**src/rtl/codec_regs_pkg.sv**
```systemverilog
package codec_regs_pkg;

  localparam int REG_W       = 32;
  localparam int CDATA_W     = 16;
  localparam int CADDR_W     = 8;
  localparam int CSEL_W      = 2;
  localparam int BUSY_BIT    = 16;
  localparam int NEW_BIT     = 17;
  localparam int SEL_LSB     = 22;
  localparam int ADDR_LSB    = 24;
  localparam int SEL_MSB     = SEL_LSB + CSEL_W - 1;
  localparam int ADDR_MSB    = ADDR_LSB + CADDR_W - 1;

  typedef struct packed {
    logic [CADDR_W-1:0] addr;
    logic [CSEL_W-1:0]  sel;
    logic [CDATA_W-1:0] data;
  } cmd_fields_t;

  typedef struct packed {
    logic [CADDR_W-1:0] addr;
    logic [CDATA_W-1:0] data;
  } stat_fields_t;

  // Select codes 00 and 01 name a real codec; 10 and 11 are never issued.
  function automatic logic sel_issuable(input logic [CSEL_W-1:0] sel);
    return sel[CSEL_W-1] == 1'b0;
  endfunction

  function automatic logic addr_is_read(input logic [CADDR_W-1:0] addr);
    return addr[CADDR_W-1];
  endfunction

  function automatic cmd_fields_t cmd_from_word(input logic [REG_W-1:0] w);
    cmd_fields_t f;
    f.addr = w[ADDR_MSB:ADDR_LSB];
    f.sel  = w[SEL_MSB:SEL_LSB];
    f.data = w[CDATA_W-1:0];
    return f;
  endfunction

  function automatic logic [REG_W-1:0] cmd_to_word(input cmd_fields_t f, input logic busy);
    logic [REG_W-1:0] w;
    w = '0;
    w[ADDR_MSB:ADDR_LSB] = f.addr;
    w[SEL_MSB:SEL_LSB]   = f.sel;
    w[BUSY_BIT]          = busy;
    w[CDATA_W-1:0]       = f.data;
    return w;
  endfunction

  function automatic logic [REG_W-1:0] stat_to_word(input stat_fields_t f,
                                                    input logic vld, input logic fresh);
    logic [REG_W-1:0] w;
    w = '0;
    w[ADDR_MSB:ADDR_LSB] = f.addr;
    w[NEW_BIT]           = fresh;
    w[BUSY_BIT]          = vld;
    w[CDATA_W-1:0]       = f.data;
    return w;
  endfunction

endpackage

```
**src/rtl/codec_host_decode.sv**
```systemverilog
module codec_host_decode
  import codec_regs_pkg::*;
#(
  parameter int HADDR_W  = 2,
  parameter int STAT_OFS = 0,
  parameter int CMD_OFS  = 1
) (
  input  logic               wr_en,
  input  logic               rd_en,
  input  logic [HADDR_W-1:0] addr,
  input  logic [REG_W-1:0]   cmd_word,
  input  logic [REG_W-1:0]   stat_word,
  output logic               wr_cmd,
  output logic               rd_stat,
  output logic [REG_W-1:0]   rdata
);

  logic hit_stat, hit_cmd;

  assign hit_stat = (addr == HADDR_W'(STAT_OFS));
  assign hit_cmd  = (addr == HADDR_W'(CMD_OFS));
  assign wr_cmd   = wr_en && hit_cmd;
  assign rd_stat  = rd_en && hit_stat;

  always_comb begin
    rdata = '0;
    if (hit_stat)     rdata = stat_word;
    else if (hit_cmd) rdata = cmd_word;
  end

endmodule

```
**src/rtl/codec_cmd_reg.sv**
```systemverilog
module codec_cmd_reg
  import codec_regs_pkg::*;
(
  input  logic               clk,
  input  logic               rst_n,
  input  logic               wr_cmd,
  input  logic [REG_W-1:0]   wdata,
  input  logic               link_ack,
  output logic [REG_W-1:0]   cmd_word,
  output logic               link_req,
  output cmd_fields_t        link_fields,
  output logic               link_is_read
);

  cmd_fields_t fields_q, fields_in;
  logic        busy_q;

  // named events for the checks below
  logic load_accept, load_issue, busy_drop, write_blocked;

  assign fields_in     = cmd_from_word(wdata);
  assign load_accept   = wr_cmd && !busy_q;
  assign load_issue    = load_accept && sel_issuable(fields_in.sel);
  assign busy_drop     = busy_q && link_ack;
  assign write_blocked = wr_cmd && busy_q;

  always_ff @(posedge clk or negedge rst_n) begin
    if (!rst_n) begin
      fields_q <= '0;
      busy_q   <= 1'b0;
    end else if (load_accept) begin
      fields_q <= fields_in;
      busy_q   <= load_issue;
    end else if (busy_drop) begin
      busy_q   <= 1'b0;
    end
  end

  assign cmd_word     = cmd_to_word(fields_q, busy_q);
  assign link_req     = busy_q;
  assign link_fields  = fields_q;
  assign link_is_read = addr_is_read(fields_q.addr);

  assert_issue_raises_req_R2: assert property (@(posedge clk) disable iff (!rst_n)
    load_issue |=> link_req && link_fields.addr == $past(wdata[ADDR_MSB:ADDR_LSB])
                   && link_fields.data == $past(wdata[CDATA_W-1:0]));

  assert_ack_clears_busy_R3: assert property (@(posedge clk) disable iff (!rst_n)
    busy_drop |=> !link_req);

  assert_busy_write_ignored_R4: assert property (@(posedge clk) disable iff (!rst_n)
    write_blocked |=> $stable(cmd_word[REG_W-1:BUSY_BIT+1]) && $stable(cmd_word[CDATA_W-1:0]));

  assert_reserved_not_issued_R5: assert property (@(posedge clk) disable iff (!rst_n)
    load_accept && !sel_issuable(fields_in.sel) |=> !link_req);

  assert_req_has_legal_sel_R5: assert property (@(posedge clk) disable iff (!rst_n)
    link_req |-> sel_issuable(link_fields.sel));

endmodule

```
**src/rtl/codec_stat_reg.sv**
```systemverilog
module codec_stat_reg
  import codec_regs_pkg::*;
(
  input  logic               clk,
  input  logic               rst_n,
  input  logic               capture,
  input  stat_fields_t       frame,
  input  logic               rd_stat,
  output logic [REG_W-1:0]   stat_word
);

  stat_fields_t frame_q;
  logic         vld_q, new_q;
  logic         frame_take, new_clear;

  assign frame_take = capture;
  assign new_clear  = rd_stat && !capture;

  always_ff @(posedge clk or negedge rst_n) begin
    if (!rst_n) begin
      frame_q <= '0;
      vld_q   <= 1'b0;
      new_q   <= 1'b0;
    end else begin
      if (frame_take) begin
        frame_q <= frame;
        vld_q   <= 1'b1;
        new_q   <= 1'b1;
      end else if (new_clear) begin
        new_q   <= 1'b0;
      end
    end
  end

  assign stat_word = stat_to_word(frame_q, vld_q, new_q);

  assert_capture_sets_flags_R7: assert property (@(posedge clk) disable iff (!rst_n)
    frame_take |=> stat_word[BUSY_BIT] && stat_word[NEW_BIT]
                   && stat_word[CDATA_W-1:0] == $past(frame.data));

  assert_read_clears_new_R8: assert property (@(posedge clk) disable iff (!rst_n)
    new_clear |=> !stat_word[NEW_BIT] && stat_word[BUSY_BIT] == $past(stat_word[BUSY_BIT]));

  assert_collision_keeps_new_R9: assert property (@(posedge clk) disable iff (!rst_n)
    rd_stat && capture |=> stat_word[NEW_BIT]);

endmodule

```
**src/rtl/codec_link_regs.sv**
```systemverilog
module codec_link_regs
  import codec_regs_pkg::*;
#(
  parameter int HADDR_W  = 2,
  parameter int STAT_OFS = 0,
  parameter int CMD_OFS  = 1
) (
  input  logic               clk,
  input  logic               rst_n,
  input  logic               host_wr_en,
  input  logic               host_rd_en,
  input  logic [HADDR_W-1:0] host_addr,
  input  logic [REG_W-1:0]   host_wdata,
  output logic [REG_W-1:0]   host_rdata,
  output logic               link_req,
  output logic [CADDR_W-1:0] link_addr,
  output logic [CSEL_W-1:0]  link_codec,
  output logic [CDATA_W-1:0] link_data,
  output logic               link_is_read,
  input  logic               link_ack,
  input  logic               stat_capture,
  input  logic [CADDR_W-1:0] stat_addr,
  input  logic [CDATA_W-1:0] stat_data
);

  logic         wr_cmd, rd_stat;
  logic [REG_W-1:0] cmd_word, stat_word;
  cmd_fields_t  link_fields;
  stat_fields_t frame;

  assign frame.addr = stat_addr;
  assign frame.data = stat_data;

  codec_host_decode #(
    .HADDR_W (HADDR_W),
    .STAT_OFS(STAT_OFS),
    .CMD_OFS (CMD_OFS)
  ) u_dec (
    .wr_en    (host_wr_en),
    .rd_en    (host_rd_en),
    .addr     (host_addr),
    .cmd_word (cmd_word),
    .stat_word(stat_word),
    .wr_cmd   (wr_cmd),
    .rd_stat  (rd_stat),
    .rdata    (host_rdata)
  );

  codec_cmd_reg u_cmd (
    .clk         (clk),
    .rst_n       (rst_n),
    .wr_cmd      (wr_cmd),
    .wdata       (host_wdata),
    .link_ack    (link_ack),
    .cmd_word    (cmd_word),
    .link_req    (link_req),
    .link_fields (link_fields),
    .link_is_read(link_is_read)
  );

  codec_stat_reg u_stat (
    .clk      (clk),
    .rst_n    (rst_n),
    .capture  (stat_capture),
    .frame    (frame),
    .rd_stat  (rd_stat),
    .stat_word(stat_word)
  );

  assign link_addr  = link_fields.addr;
  assign link_codec = link_fields.sel;
  assign link_data  = link_fields.data;

  assert_read_flag_R6: assert property (@(posedge clk) disable iff (!rst_n)
    link_is_read == host_rdata[31] || host_addr != HADDR_W'(CMD_OFS));

endmodule

```
**config.mk**
```make
export PLATFORM = sky130hd
export DESIGN_NAME = codec_link_regs
export DESIGN_NICKNAME = d
export VERILOG_FILES = /design/src/rtl/codec_regs_pkg.sv /design/src/rtl/codec_host_decode.sv /design/src/rtl/codec_cmd_reg.sv /design/src/rtl/codec_stat_reg.sv /design/src/rtl/codec_link_regs.sv
export SDC_FILE = /design/constraint.sdc
export NUM_CORES = 1
export LEC_CHECK = 0
export ABC_AREA = 1
export BUFFER_PORTS_ARGS = -buffer_cell sky130_fd_sc_hd__buf_2
export CAP_MARGIN = 20
export CORE_MARGIN = 8
export CORE_UTILIZATION = 35
export CTS_CLUSTER_SIZE = 16
export DETAILED_ROUTE_END_ITERATION = 8
export PLACE_DENSITY_LB_ADDON = 0.15
export SLEW_MARGIN = 30
export SYNTH_ARGS = -nofsm -noshare
export SYNTH_HDL_FRONTEND = slang
export SYNTH_SLANG_ARGS = --single-unit
```
**constraint.sdc**
```tcl
create_clock -name clk -period 1.15 [get_ports clk]
set_clock_uncertainty 0.1 [all_clocks]
set_input_delay 0.1725 -clock clk [delete_from_list [all_inputs] [get_ports clk]]
set_output_delay 0.1725 -clock clk [all_outputs]
set_load 0.02 [all_outputs]
```
# After elaboration in Yosys (flattened, before gate mapping)
# Cells that the tools add are included.
totals:
  reg_bits: 53
  latchBits: 0
  ramBits: 0
  romBits: 0
  input_bits: 64
  output_inout_bits: 60
  wordCells: 27
  memories: 0
op_classes:
  add_sub_neg: 0
  n_mul: 0
  n_div: 0
  n_lt_le_gt_ge: 0
  n_eq_ne: 1
  shifts: 0
  mux: 6
  n_bitwise: 1
  n_reduce_logical: 11
ops:
  columns: ["op", "count"]
  rows:
  - ["$mux 32", 2]
  - ["$logic_and 1x1->1", 6]
  - ["$mux 1", 4]
  - ["$reduce_bool 2->1", 2]
  - ["$eq 2x1->1 const B", 1]
  - ["$logic_not 1->1", 2]
  - ["$logic_not 2->1", 1]
  - ["$not 1->1", 1]

# Logic depth before layout (Yosys ltp)
# Gate-level depths: netlist (run 1).
logic_depth:
  word_depth: 5
  ltp_mapped: 6
  ltp_nobuf: 5

# By module
# Synthesis (run 1) repeated with hierarchy kept, for this count alone.
hier_totals:
  cells_unflattened: 382
  area_unflattened_um2: 2950.3
by_module_without_submodules:
  columns: ["module", "n_inst", "cells_per_inst", "area_each_um2"]
  rows:
  - ["codec_cmd_reg", 1, 153, 1362.6]
  - ["codec_stat_reg", 1, 117, 1082.3]
  - ["codec_host_decode", 1, 112, 505.5]

# Worst setup path before layout (run 1)
# OpenSTA, ideal clock, no wires.
synth_timing:
  kind: "reg-to-reg"
  from: "register u_cmd.busy_q (netlist: u_cmd.link_req)"
  to: "register u_cmd.fields_q (netlist bit u_cmd.cmd_word[31])"
  setup_ps: 117
  arrival_ps: 1071
  required_ps: 933
  slack_ps: -138
  path_stages_with_launch: 6
  path_buffers: 1
  synth_period_minus_slack_ps: 1288
  cell_sequence: "dfrtp_1 nor2_4 nand2_4 buf_6 nand2_1 nand2_1"
synth_between:
  elab_chain_cells: 2
synth_lines:
  columns: ["item", "line", "source"]
  rows:
  - ["start: declaration", "codec_cmd_reg.sv:16", "logic busy_q;"]
  - ["start signal: assignment", "codec_cmd_reg.sv:33", "busy_q <= load_issue;"]
  - ["$logic_not 1->1", "codec_cmd_reg.sv:22", "assign load_accept = wr_cmd && !busy_q;"]
  - ["$logic_and 1x1->1", "codec_cmd_reg.sv:22", null]
  - ["end signal: assignment", "codec_cmd_reg.sv:32", "fields_q <= fields_in;"]
  - ["end: declaration", "codec_cmd_reg.sv:15", "cmd_fields_t fields_q, fields_in;"]
# Every way passes these cells.
# A chain may end at the register's enable or synchronous reset.

# Worst setup path in the final report (run 1)
layout_timing:
  from: "register u_cmd.busy_q (netlist: u_cmd.link_req)"
  to: "output host_rdata[16]"
layout_between:
  elab_chain_cells: 2
layout_lines:
  columns: ["item", "line", "source"]
  rows:
  - ["$mux 32", "codec_host_decode.sv:28", "else if (hit_cmd) rdata = cmd_word;"]
  - ["$mux 32", "codec_host_decode.sv:27", "if (hit_stat) rdata = stat_word;"]
  - ["end: declaration", "codec_link_regs.sv:14", "output logic [REG_W-1:0] host_rdata,"]
# Every way passes these cells.

==> results of run 1 <==
[stage by stage]
stage / area, µm² / hold slack [ns] / std cells / power, mW / setup WS, ns
2_1_floorplan: 2472 / -0.2231 / 303 / 3.021 / -0.07704
3_3_place_gp: 3164 / 0.09028 / 506 / 3.550 / -0.1802
3_5_place_dp: 3164 / 0.09118 / 506 / 3.572 / -0.2359
4_1_cts: 4218 / 0.001489 / 576 / 5.220 / -0.2253
5_1_grt: 4672 / 0.001834 / 606 / 5.887 / -0.2551
6_report: 4672 / 0.01011 / 606 / 5.590 / -0.2174
[flip-flops by register name, indices dropped and copies added, names as in the netlist]
name              cells
u_stat.new_q          1
u_cmd.link_req        1
u_stat.stat_word     24
u_stat.vld_q          1
u_cmd.cmd_word       26
[cell families after synthesis]
logic type | synth area share
flip-flops | 0.5392
buffers and inverters | 0.1139
other | 0.001524
AND/OR/NAND/NOR | 0.2497
AO/OA/AOI/OAI | 0.09562
[final cells by class]
| type | count | area (µm²) | area share |
|---|---|---|---|
| clock inverters | 1 | 7.507 | 0.001607 |
| clock buffers | 7 | 76.32 | 0.01634 |
| repair buffers | 217 | 1953 | 0.4180 |
| flip-flops and latches | 53 | 1329 | 0.2844 |
| multi-input cells | 199 | 1055 | 0.2258 |
| inverters | 33 | 131.4 | 0.02812 |
| well taps | 96 | 120.1 | 0.02571 |
[placed cells by master (no fill, tap or decap), types with 4 or more instances in the layout]
cell type,synthesis,final
o21ai_1,19,18
clkbuf_8,0,5
nand2_4,1,4
inv_1,31,29
clkbuf_16,0,4
conb_1,1,4
o21ai_0,28,26
buf_6,5,49
buf_12,0,8
dfrtp_1,53,51
nand2_1,111,81
buf_4,9,56
dlygate4sd3_1,0,38
nand2_2,0,26
buf_2,5,59
nand3_1,26,24
nand2_8,0,4
[power groups by stage]
stage	Clock, mW	Sequential [mW]	Combinational [mW]
CTS	1.05	2.28	1.89
floorplan	0	2.47	0.550
global placement	0	2.29	1.26
finish	1.02	2.30	2.28
global route	1.12	2.32	2.44
detailed placement	0	2.30	1.27
[synthesized netlist by cell type, drive strengths merged]
| cell | n |
|---|---|
| nand3 | 26 |
| inv | 33 |
| nand2 | 112 |
| nand3b | 1 |
| clkbuf | 2 |
| o21ai | 47 |
| dfrtp | 53 |
| conb | 1 |
| buf | 19 |
| nor2 | 6 |
[worst register-to-register path, stage by stage, from the launching register on]
cell and delay [ns]:
dfrtp_2 0.43, buf_6 0.12, nor2_4 0.10, buf_12 0.15, buf_12 0.13, nand2_8 0.08
nand2_1 0.07, nand2_1 0.05
[per-layer routing]
metal,part of all wire,vias to the layer above
met3,0.063,15
met5,0,-
li1,-,1350
met4,0.021,0
met2,0.51,93
met1,0.41,1259
[timing repair]
action                                  4_1_cts  5_1_grt
buffers inserted                             20       27
endpoints found under the setup margin       82       83
pin swaps                                    35        9
hold buffers                                 37        1
resized for setup                            98       67
endpoints found under the hold margin        89        1
gates cloned                                  5        3
[path summary, 6_finish.rpt]
check                           cells past startpoint            from  slack (ns)                   end
worst max register to register                      7  u_cmd.link_req       -0.19     u_cmd.cmd_word[4]
min in group asynchronous                           3           rst_n        0.29  u_stat.stat_word[14]
max in group asynchronous                           3           rst_n        0.39     u_cmd.cmd_word[6]
worst min register to register                      2    u_stat.new_q        0.39          u_stat.new_q
worst max-delay path                                4  u_cmd.link_req       -0.22        host_rdata[16]
worst min-delay path                                3   host_wdata[0]        0.01     u_cmd.cmd_word[0]
==> impl_metrics.env, run 1 <==
export IMPL_critical_path_buf_inv_count=2
export IMPL_yosysWarnings=0
export IMPL_cts_buffers_inserted=5
export IMPL_clkTransAtPathRegs_ns=0.09
export IMPL_use_met3=0.04567
export IMPL_p_clk_frac=0.182
export IMPL_hold_violations=0
export IMPL_p_leak_nw=2.420
export IMPL_cts_tree="built"
export IMPL_timing_final_crit_share=1.189
export IMPL_first_pass_iters=4
export IMPL_path_delay_family="flip-flops"
export IMPL_post_route_min_period_ns=1.367
export IMPL_powerDensity_nw_per_um2=1196
export IMPL_synth_area_um2=2460
export IMPL_syn_area_per_cell_um2=8.200
export IMPL_fp_row_count=30
export IMPL_wirelength_um=9083
export IMPL_hp_class="in2reg"
export IMPL_yosys_register_bits=53
export IMPL_antenna_found_initial=0
export IMPL_n_antenna_cell=0
export IMPL_antenna_left=0
export IMPL_crit_fanout=2
export IMPL_required_ns=0.88
export IMPL_io_pin_count=124
export IMPL_start_util=0.3621
export IMPL_fin_util=0.6877
export IMPL_seqPwrFrac=0.411
export IMPL_rsz0062_at_grt="yes"
export IMPL_via_count=2717
export IMPL_place_hpwl_um=5234
export IMPL_peakVddDrop_uv=565.0
export IMPL_fillerInstances=541
export IMPL_numClockSinks=53
export IMPL_layout_nets=573
export IMPL_failed_checks="setup timing"
export IMPL_slew_violations=0
export IMPL_p_sw_frac=0.3295
export IMPL_fin_ws_ns=-0.2174
export IMPL_synth_top_area_cell="dfrtp_1"
export IMPL_combinationalPowerShare=0.407
export IMPL_cpMaxStageDelayCell="dfrtp_2"
export IMPL_path_cells="buf_6 > nand2_2 > o21ai_2 > buf_6"
export IMPL_finalSetupTns_ns=-10.37
export IMPL_core_um2=6794
export IMPL_area_growth_pct=89.93
export IMPL_grtUsageMet1=0.2061
export IMPL_arrival_ns=1.09
export IMPL_overflow=0
export IMPL_portBuffers=113
export IMPL_synth_top_cells_by_area="dfrtp_1 (54%), nand2_1 (17%), o21ai_0 (5.7%)"
export IMPL_grt_pass1_vias=2697
export IMPL_status="finished, violations left"
export IMPL_max_stage_delay_ns=0.43
export IMPL_die_area_um2=9967
export IMPL_synth_top_area_frac=0.5392
export IMPL_grt_max_degree=54
export IMPL_crit_path_frequent_cell="buf_6"
export IMPL_met2_usage=0.2858
export IMPL_die_w_um=99.84
export IMPL_synth_distinct_cells=18
export IMPL_yosysSeqAreaShare=0.5392
export IMPL_grt_pass1_wl_um=13580
export IMPL_worstSkewPairLatency_ns=0.30
export IMPL_path_class="reg2out"
export IMPL_busiest_layer="met2"
export IMPL_grt_usage=0.1697
export IMPL_internal_power_mw=3.748
export IMPL_clockBufferDepth=2
export IMPL_drt_iter0_markers=77
export IMPL_drive_above_1_share=0.4569
export IMPL_syn_inst=300
export IMPL_htreeDepth=2
export IMPL_root_buffer="clkbuf_8"
export IMPL_place_gp_congestion=0.7796
export IMPL_finalSetupViolCount=71
export IMPL_switching_power_mw=1.842
export IMPL_fp_dieH_um=99.84
export IMPL_maxCapViolCount=0
export IMPL_drt_wirelength_per_cell_um=14.99
export IMPL_end_kind="output pin"
export IMPL_fmax_ghz=0.7313
export IMPL_route_detailed_drc=0
export IMPL_via_per_inst=4.483
export IMPL_start_kind="flop"
(Power assumes the default switching activity.)
==> run 2, diff against run 1 <==
Clock period 1.15 ns to 1.6 ns, I/O delays scaled along.
==> impl_metrics.env, run 2 (synthesis results as in run 1) <==
export IMPL_fp_dieH_um=99.84
export IMPL_io_pin_count=124
export IMPL_cpMaxStageDelayCell="nor2_2"
export IMPL_p_leak_nw=1.846
export IMPL_start_kind="input pin"
export IMPL_hold_slack_ns=0.04383
export IMPL_start_util=0.3621
export IMPL_grt_pass1_vias=2318
export IMPL_finalSetupViolCount=0
export IMPL_antenna_found_initial=0
export IMPL_post_route_min_period_ns=1.462
export IMPL_fillerInstances=702
export IMPL_route_detailed_drc=0
export IMPL_critical_path_buf_inv_count=3
export IMPL_cts_tree="built"
export IMPL_die_area_um2=9967
export IMPL_layout_nets=475
export IMPL_grt_usage=0.1421
export IMPL_place_gp_congestion=0.7437
export IMPL_path_delay_family="buffers and inverters"
export IMPL_grt_pass1_wl_um=11350
export IMPL_numClockSinks=53
export IMPL_core_um2=6794
export IMPL_cts_buffers_inserted=5
export IMPL_maxCapViolCount=0
export IMPL_root_buffer="clkbuf_8"
export IMPL_path_class="in2out"
export IMPL_powerDensity_nw_per_um2=1061
export IMPL_place_hpwl_um=5085
export IMPL_timing_final_crit_share=0.9138
export IMPL_slew_violations=0
export IMPL_n_antenna_cell=0
export IMPL_clockBufferDepth=2
export IMPL_arrival_ns=1.12
export IMPL_max_stage_delay_ns=0.20
export IMPL_end_kind="output pin"
export IMPL_drt_wirelength_per_cell_um=13.63
export IMPL_hp_class="in2reg"
export IMPL_htreeDepth=2
export IMPL_die_w_um=99.84
export IMPL_largest_reg_flops=26
export IMPL_overflow=0
export IMPL_required_ns=1.26
export IMPL_portBuffers=113
export IMPL_crit_path_frequent_cell="buf_2"
export IMPL_via_count=2257
export IMPL_fmax_ghz=0.6840
export IMPL_wirelength_um=6924
export IMPL_final_cell_mix="buf_2 (113), nand2_1 (111), dfrtp_1 (53)"
export IMPL_status="finished clean"
export IMPL_cts_setup_buffers=0
export IMPL_first_pass_iters=4
export IMPL_grt_max_degree=54
export IMPL_crit_fanout=25
export IMPL_via_per_inst=4.443
export IMPL_worstSkewPairLatency_ns=0.30
export IMPL_hold_violations=0
export IMPL_drt_iter0_markers=108
export IMPL_area_growth_pct=31.84
export IMPL_path_cells="buf_2 > nor2_2 > inv_4 > o21ai_0 > buf_2"
export IMPL_rsz0062_at_grt="no"
export IMPL_peakVddDrop_uv=411.6
export IMPL_drive_above_1_share=0.3277
export IMPL_finalPower_mw=3.441
export IMPL_antenna_left=0
export IMPL_final_common_cell="buf_2"
export IMPL_clkTransAtPathRegs_ns=0.09
export IMPL_finalSetupTns_ns=0
export IMPL_fp_row_count=30
run 2: cell types whose count changed in the layout (fill, tap and decap cells not counted), sizes merged:
cell / delta
buf: -54
bufinv: +1
clkbuf: -5
dlygate4sd3: -37
nand2: -3
run 2: metrics by stage:
step	cells	area (µm²)	worst slack, ns	utilization
after global placement	499	3110	0.02481	0.4578
after floorplan	303	2471	0.3121	-
after CTS	508	3241	0.05231	0.4770
after global routing	508	3243	0.05877	0.4773
after detailed placement	499	3110	0.05850	0.4578
final	508	3243	0.1380	0.4773
run 2: metal layers:
layer / routed length (µm) / GRT usage
met1: 3099 / 0.1729
met2: 3125 / 0.2273
met3: 611 / 0.05190
met4: 87 / 0.04540
met5: 0 / 0
run 2: repair_timing:
action | 4_1_cts | 5_1_grt
resized for setup | 0 | 2
hold buffers | 1 | 0
endpoints found under the setup margin | 0 | 2
endpoints found under the hold margin | 53 | 0
run 2: power breakdown:
part	total [mW]	internal (mW)	switching [mW]
Clock	0.936	0.509	0.427
Combinational	0.888	0.306	0.582
Sequential	1.62	1.51	0.107
run 2: path summary, 6_finish.rpt:
kind | startpoint | end | slack, ns | cells past startpoint
setup reg to reg | u_cmd.link_req | u_cmd.cmd_word[2] | 0.38 | 4
max in group asynchronous | rst_n | u_stat.stat_word[3] | 0.80 | 3
hold / removal | stat_data[0] | u_stat.stat_word[0] | 0.04 | 3
setup / recovery | host_addr[1] | host_rdata[31] | 0.14 | 5
min in group asynchronous | rst_n | u_cmd.cmd_word[27] | 0.37 | 3
hold reg to reg | u_stat.vld_q | u_stat.vld_q | 0.36 | 2
run 2: cell type report:
| class | instances | area, µm² | share of cell area |
|---|---|---|---|
| Sequential cell | 53 | 1326 | 0.4090 |
| Multi-Input combinational cell | 196 | 864.6 | 0.2666 |
| Clock inverter | 2 | 37.54 | 0.01157 |
| Clock buffer | 6 | 82.58 | 0.02546 |
| Inverter | 33 | 126.4 | 0.03897 |
| Timing Repair Buffer | 122 | 685.7 | 0.2114 |
| Tap cell | 96 | 120.1 | 0.03704 |
run 2: worst register-to-register path: stages (launching register included):
cell and delay, ns:
dfrtp_1 0.44, nor2_4 0.18, nand2_4 0.21, nand2_1 0.13, nand2_1 0.05
